**src/rtl/hzd_pkg.sv**
```systemverilog
package hzd_pkg;

    typedef enum logic {
        POL_CONSERVATIVE = 1'b0,
        POL_PRECISE      = 1'b1
    } stall_policy_e;

    typedef struct packed {
        logic stall;
        logic flush;
    } hzd_req_t;

    function automatic logic gated_hit(input logic used, input logic equal);
        return used & equal;
    endfunction

endpackage

```
**src/rtl/hzd_src_match.sv**
```systemverilog
module hzd_src_match #(
    parameter int RW   = 5,
    parameter int NSRC = 2
) (
    input  logic [RW-1:0]      dst,
    input  logic [NSRC*RW-1:0] src_num,
    input  logic [NSRC-1:0]    src_use,
    output logic               any_hit
);
    logic [NSRC-1:0] hit;

    for (genvar i = 0; i < NSRC; i++) begin : g_src
        assign hit[i] = hzd_pkg::gated_hit(src_use[i], src_num[i*RW +: RW] == dst);
    end

    assign any_hit = |hit;

    always_comb begin

        unused_src_chk: assert (!(any_hit && ((src_use & hit) == '0)))
            else $error("match raised without a used source");
    end
endmodule

```
**src/rtl/hzd_data_stall.sv**
```systemverilog
module hzd_data_stall #(
    parameter hzd_pkg::stall_policy_e POLICY = hzd_pkg::POL_PRECISE
) (
    input  logic live,
    input  logic wr_en,
    input  logic reg_hit,
    output logic want_stall
);
    logic precise_stall;

    assign precise_stall = live & wr_en & reg_hit;
    assign want_stall    = (POLICY == hzd_pkg::POL_PRECISE) ? precise_stall : live;

    always_comb begin

        if (POLICY == hzd_pkg::POL_PRECISE && !wr_en)
            store_no_stall_chk: assert (!want_stall)
                else $error("non-writer requested a stall");
    end
endmodule

```
**src/rtl/hzd_ctrl_flush.sv**
```systemverilog
module hzd_ctrl_flush #(
    parameter int PC_W = 32
) (
    input  logic            redir_valid,
    input  logic [PC_W-1:0] redir_target,
    input  logic [PC_W-1:0] fetched_pc,
    output logic            want_flush
);
    logic wrong_path;

    assign wrong_path = (redir_target != fetched_pc);
    assign want_flush = redir_valid & wrong_path;
endmodule

```
**src/rtl/hazard_unit.sv**
```systemverilog
module hazard_unit #(
    parameter int                     RW     = 5,
    parameter int                     NSRC   = 2,
    parameter int                     PC_W   = 32,
    parameter hzd_pkg::stall_policy_e POLICY = hzd_pkg::POL_PRECISE
) (
    input  logic               ex2_live,
    input  logic               ex2_wr_en,
    input  logic [RW-1:0]      ex2_dst,
    input  logic [NSRC*RW-1:0] st1_src_num,
    input  logic [NSRC-1:0]    st1_src_use,
    input  logic               redir_valid,
    input  logic [PC_W-1:0]    redir_target,
    input  logic [PC_W-1:0]    st1_pc,
    output logic               st1_stall,
    output logic               st1_flush
);
    localparam int SRC_BITS = NSRC * RW;

    logic             reg_hit;
    logic             want_stall;
    logic             want_flush;
    hzd_pkg::hzd_req_t req;

    hzd_src_match #(.RW(RW), .NSRC(NSRC)) u_match (
        .dst     (ex2_dst),
        .src_num (st1_src_num[SRC_BITS-1:0]),
        .src_use (st1_src_use),
        .any_hit (reg_hit)
    );

    hzd_data_stall #(.POLICY(POLICY)) u_data (
        .live       (ex2_live),
        .wr_en      (ex2_wr_en),
        .reg_hit    (reg_hit),
        .want_stall (want_stall)
    );

    hzd_ctrl_flush #(.PC_W(PC_W)) u_ctrl (
        .redir_valid  (redir_valid),
        .redir_target (redir_target),
        .fetched_pc   (st1_pc),
        .want_flush   (want_flush)
    );

    always_comb begin
        req.flush = want_flush;
        req.stall = want_stall & ~want_flush;
    end

    assign st1_stall = req.stall;
    assign st1_flush = req.flush;

    always_comb begin

        flush_over_stall_chk: assert (!(st1_stall && st1_flush))
            else $error("stall and flush together");

        if (!ex2_live)
            bubble_no_stall_chk: assert (!st1_stall)
                else $error("stall behind a bubble");

        if (!redir_valid)
            no_redir_no_flush_chk: assert (!st1_flush)
                else $error("flush without redirect");

        if (POLICY == hzd_pkg::POL_CONSERVATIVE && ex2_live && !st1_flush)
            cons_live_stall_chk: assert (st1_stall)
                else $error("conservative policy missed a stall");
    end
endmodule

```
**config.mk**
```make
export PLATFORM = sky130hd
export DESIGN_NAME = hazard_unit
export DESIGN_NICKNAME = d
export VERILOG_FILES = /design/src/rtl/hzd_pkg.sv /design/src/rtl/hzd_src_match.sv /design/src/rtl/hzd_data_stall.sv /design/src/rtl/hzd_ctrl_flush.sv /design/src/rtl/hazard_unit.sv
export SDC_FILE = /design/constraint.sdc
export NUM_CORES = 1
export LEC_CHECK = 0
export ABC_AREA = 1
export BUFFER_PORTS_ARGS = -buffer_cell sky130_fd_sc_hd__buf_4
export CORE_UTILIZATION = 33
export DETAILED_ROUTE_END_ITERATION = 10
export PLACE_DENSITY = 0.84
export SYNTH_ARGS = -nofsm -noshare
export SYNTH_HDL_FRONTEND = slang
export SYNTH_SLANG_ARGS = --single-unit
```
**constraint.sdc**
```tcl
create_clock -name vclk -period 0.8
set_input_delay 0.04 -clock vclk [all_inputs]
set_output_delay 0.04 -clock vclk [all_outputs]
set_load 0.03 [all_outputs]
```
==> summary.txt <==
Cells and area
  • Seq. cell area: 0 µm²
  • Antenna diodes: 0
  • Non-Filler Instances: 245
  • Fin area: 1550 µm²
  • Nets: 306
  • Seq Cell Count: 0
  • Layout area overhead: 137%
  • Share of cells above drive strength 1: 50.5%
  • CLK BUF: 0

Synth
  • Synthesized area per cell: 4.97 µm²
  • Top cells by count, synth: nand2_1, xnor2_1, inv_1
  • Mapped Nets: 216
  • Register area share after synthesis: 0%
  • Library cells used by synthesis: 13
  • Yosys Warn Count: 0
  • Leading post-synthesis cells by cell area: xnor2_1, nand2_1, inv_1, nor2_1, xor2_1
  • Gate Count Post-Synth: 132
  • Most numerous cell in the Yosys netlist: nand2_1
  • Share of the synthesized area in the top cell type: 33.4%
  • Post-Syn Area: 656 µm²
  • Cell taking the most area after synthesis: xnor2_1

Critical path
  • Critical path type: primary input to primary output
  • WP data required: between 700 and 800 ps
  • Worst setup EP type: primary output
  • CP startpoint kind: primary input
  • Critical Path Max Stage Delay: 170 ps
  • CP Data Arrival Time: 1110 ps
  • CP cell instances: buf_6, xnor2_2, nand2_1, nor2_1, nand2_1, nor2_2, nand2_2, a21oi_4, buf_6
  • CP max FO: 2
  • Slowest library cell on the worst path: xnor2_2

Routing
  • DRT iter0 DRCs: 14
  • Via count: about 1,100
  • Final ANT Viol Nets: 0
  • Residual DRC: 0
  • Routed WL: about 3 mm
  • Drt wl/cell: roughly 12 µm
  • First-pass detailed-route iteration total: 4
  • Via density: between 4 and 5

Floorplanning
  • Chip Height: 46.6 µm
  • Floorplan core area: 1800 µm²
  • Die Area: 2170 µm²
  • Row cnt: 15
  • Starting density of the core: 36.4%
  • Die Span X: 46.6 µm
  • I/O pin total: 86

Global routing
  • Gr ovfl total: 0
  • Overall global routing resource usage: 25.4%
  • Largest net degree at the start of global routing: 5
  • Initial antenna violation count: 0
  • First-pass GRT wire length: 4.00 mm
  • Vias in the first global route: 1,099

Placement
  • Area after DPL: 1360 µm²
  • Final HPWL DP: slightly above 2 mm
  • Pre-CTS setup slack: -303 ps
  • Dpl cells: 245
  • Final GP Congestion: 0.664
  • Port Buf Inserts: 86

Power and ir drop
  • Clk pwr share: 0%
  • Switching Share: between 30 and 40%
  • Switching Power: 0.279 mW
  • P per Cell Area: 495 nW/µm²
  • Internal: between 0.4 and 0.5 mW
  • Sequential Power Share: 0%
  • Combinational Power Share: 100.0%
  • Lkg Pwr: 0.893 nW
  • Peak VDD IR: approximately 0.31 mV

STA
  • F_max: around 0.87 GHz
  • Final Critical Period: 1150 ps
  • Worst slew pin tran: around 160 ps
  • Hold Vio Cnt, Final: 0
  • Final setup viols: 2
  • Rel. slew slack: between 80% and 90%
  • Final slew viol count: 0
  • Hold slack: 356 ps
  • RSZ-0062 raised after global routing: yes
  • Final worst slack: -348 ps
  • Period utilisation layout: 144%

Status
  • Failing checks: negative setup slack
  • Outcome: complete, but fails checks

Min path
  • HP Start: redir_valid
  • Hold EP: st1_stall
  • Hold Path Cell Cnt: 3
  • Worst Hold Class: primary input to primary output

Clocking
  • Post-CTS Setup Bufs: 0

Flow run
  • Max Cap Viol: 0
worst max-delay path: cells and delay by family:
family	cells	cell delay [ps]
simple gates	5	500
buf+inv	2	240
xor+xnor	1	170
compound gates	1	150
metrics by stage:
step / TNS, ps / util [%] / total power [mW]
floorplan: -64.7 / - / 0.247
global placement: -480 / 75.4 / 0.610
detailed placement: -554 / 75.4 / 0.635
CTS: -451 / 83.7 / 0.722
global route: -1050 / 86.1 / 0.838
finish: -638 / 86.1 / 0.769
worst max-delay path by stage:
stage | start | end | slack, ps | cells past startpoint
after CTS | st1_pc[25] | st1_stall | -240 | 9
after floorplan | st1_pc[4] | st1_stall | -60 | 7
after detailed placement | st1_pc[31] | st1_stall | -300 | 9
final | st1_pc[12] | st1_stall | -350 | 9
after global placement | st1_pc[4] | st1_stall | -270 | 9
after global routing | st1_pc[12] | st1_stall | -560 | 9
power groups by stage:
stage | sequential, mW | combinational (mW) | clock [mW]
after floorplan | 0 | 0.247 | 0
after global placement | 0 | 0.610 | 0
after detailed placement | 0 | 0.635 | 0
after CTS | 0 | 0.722 | 0
after global routing | 0 | 0.838 | 0
final | 0 | 0.769 | 0
routing by layer:
layer  global-route usage (%)  up-vias  share of wire (%)  routed length [µm]
met5                        0        -                  0                   0
met4                     7.65        0                5.3                 159
met3                     4.31       14                9.1                 275
met2                     57.2       64                 56                1700
met1                     20.5      506                 29                 877
li1                         -      560                  -                   -
layout by cell type, fill, tap and decap left out, drive strengths merged:
master,count
o22ai,1
a21oi,2
xnor2,25
o21ai,3
buf,88
nand3,1
xor2,2
inv,23
nand2,58
a21boi,1
nor2,15
nand4,1
layout make-up:
type	count	area, µm²
fillers	106	250
repair buffers	88	736
multi-input cells	109	698
inverters	23	86.3
well taps	25	31.3
cell families (layout without fill, tap and decap cells):
group	after synthesis	in the layout	share of synthesized area (%)
buffers and inverters	23	111	13.2
XOR/XNOR	27	27	36.1
AO/OA/AOI/OAI	7	7	6.49
AND/OR/NAND/NOR	75	75	44.3
repair_timing:
item                                    4_1_cts  5_1_grt
hold buffers                                  0        0
endpoints found under the setup margin        2        2
pin swaps                                    10       13
resized for setup                            28       11
cloned                                        0        0
(Power assumes the default switching activity.)
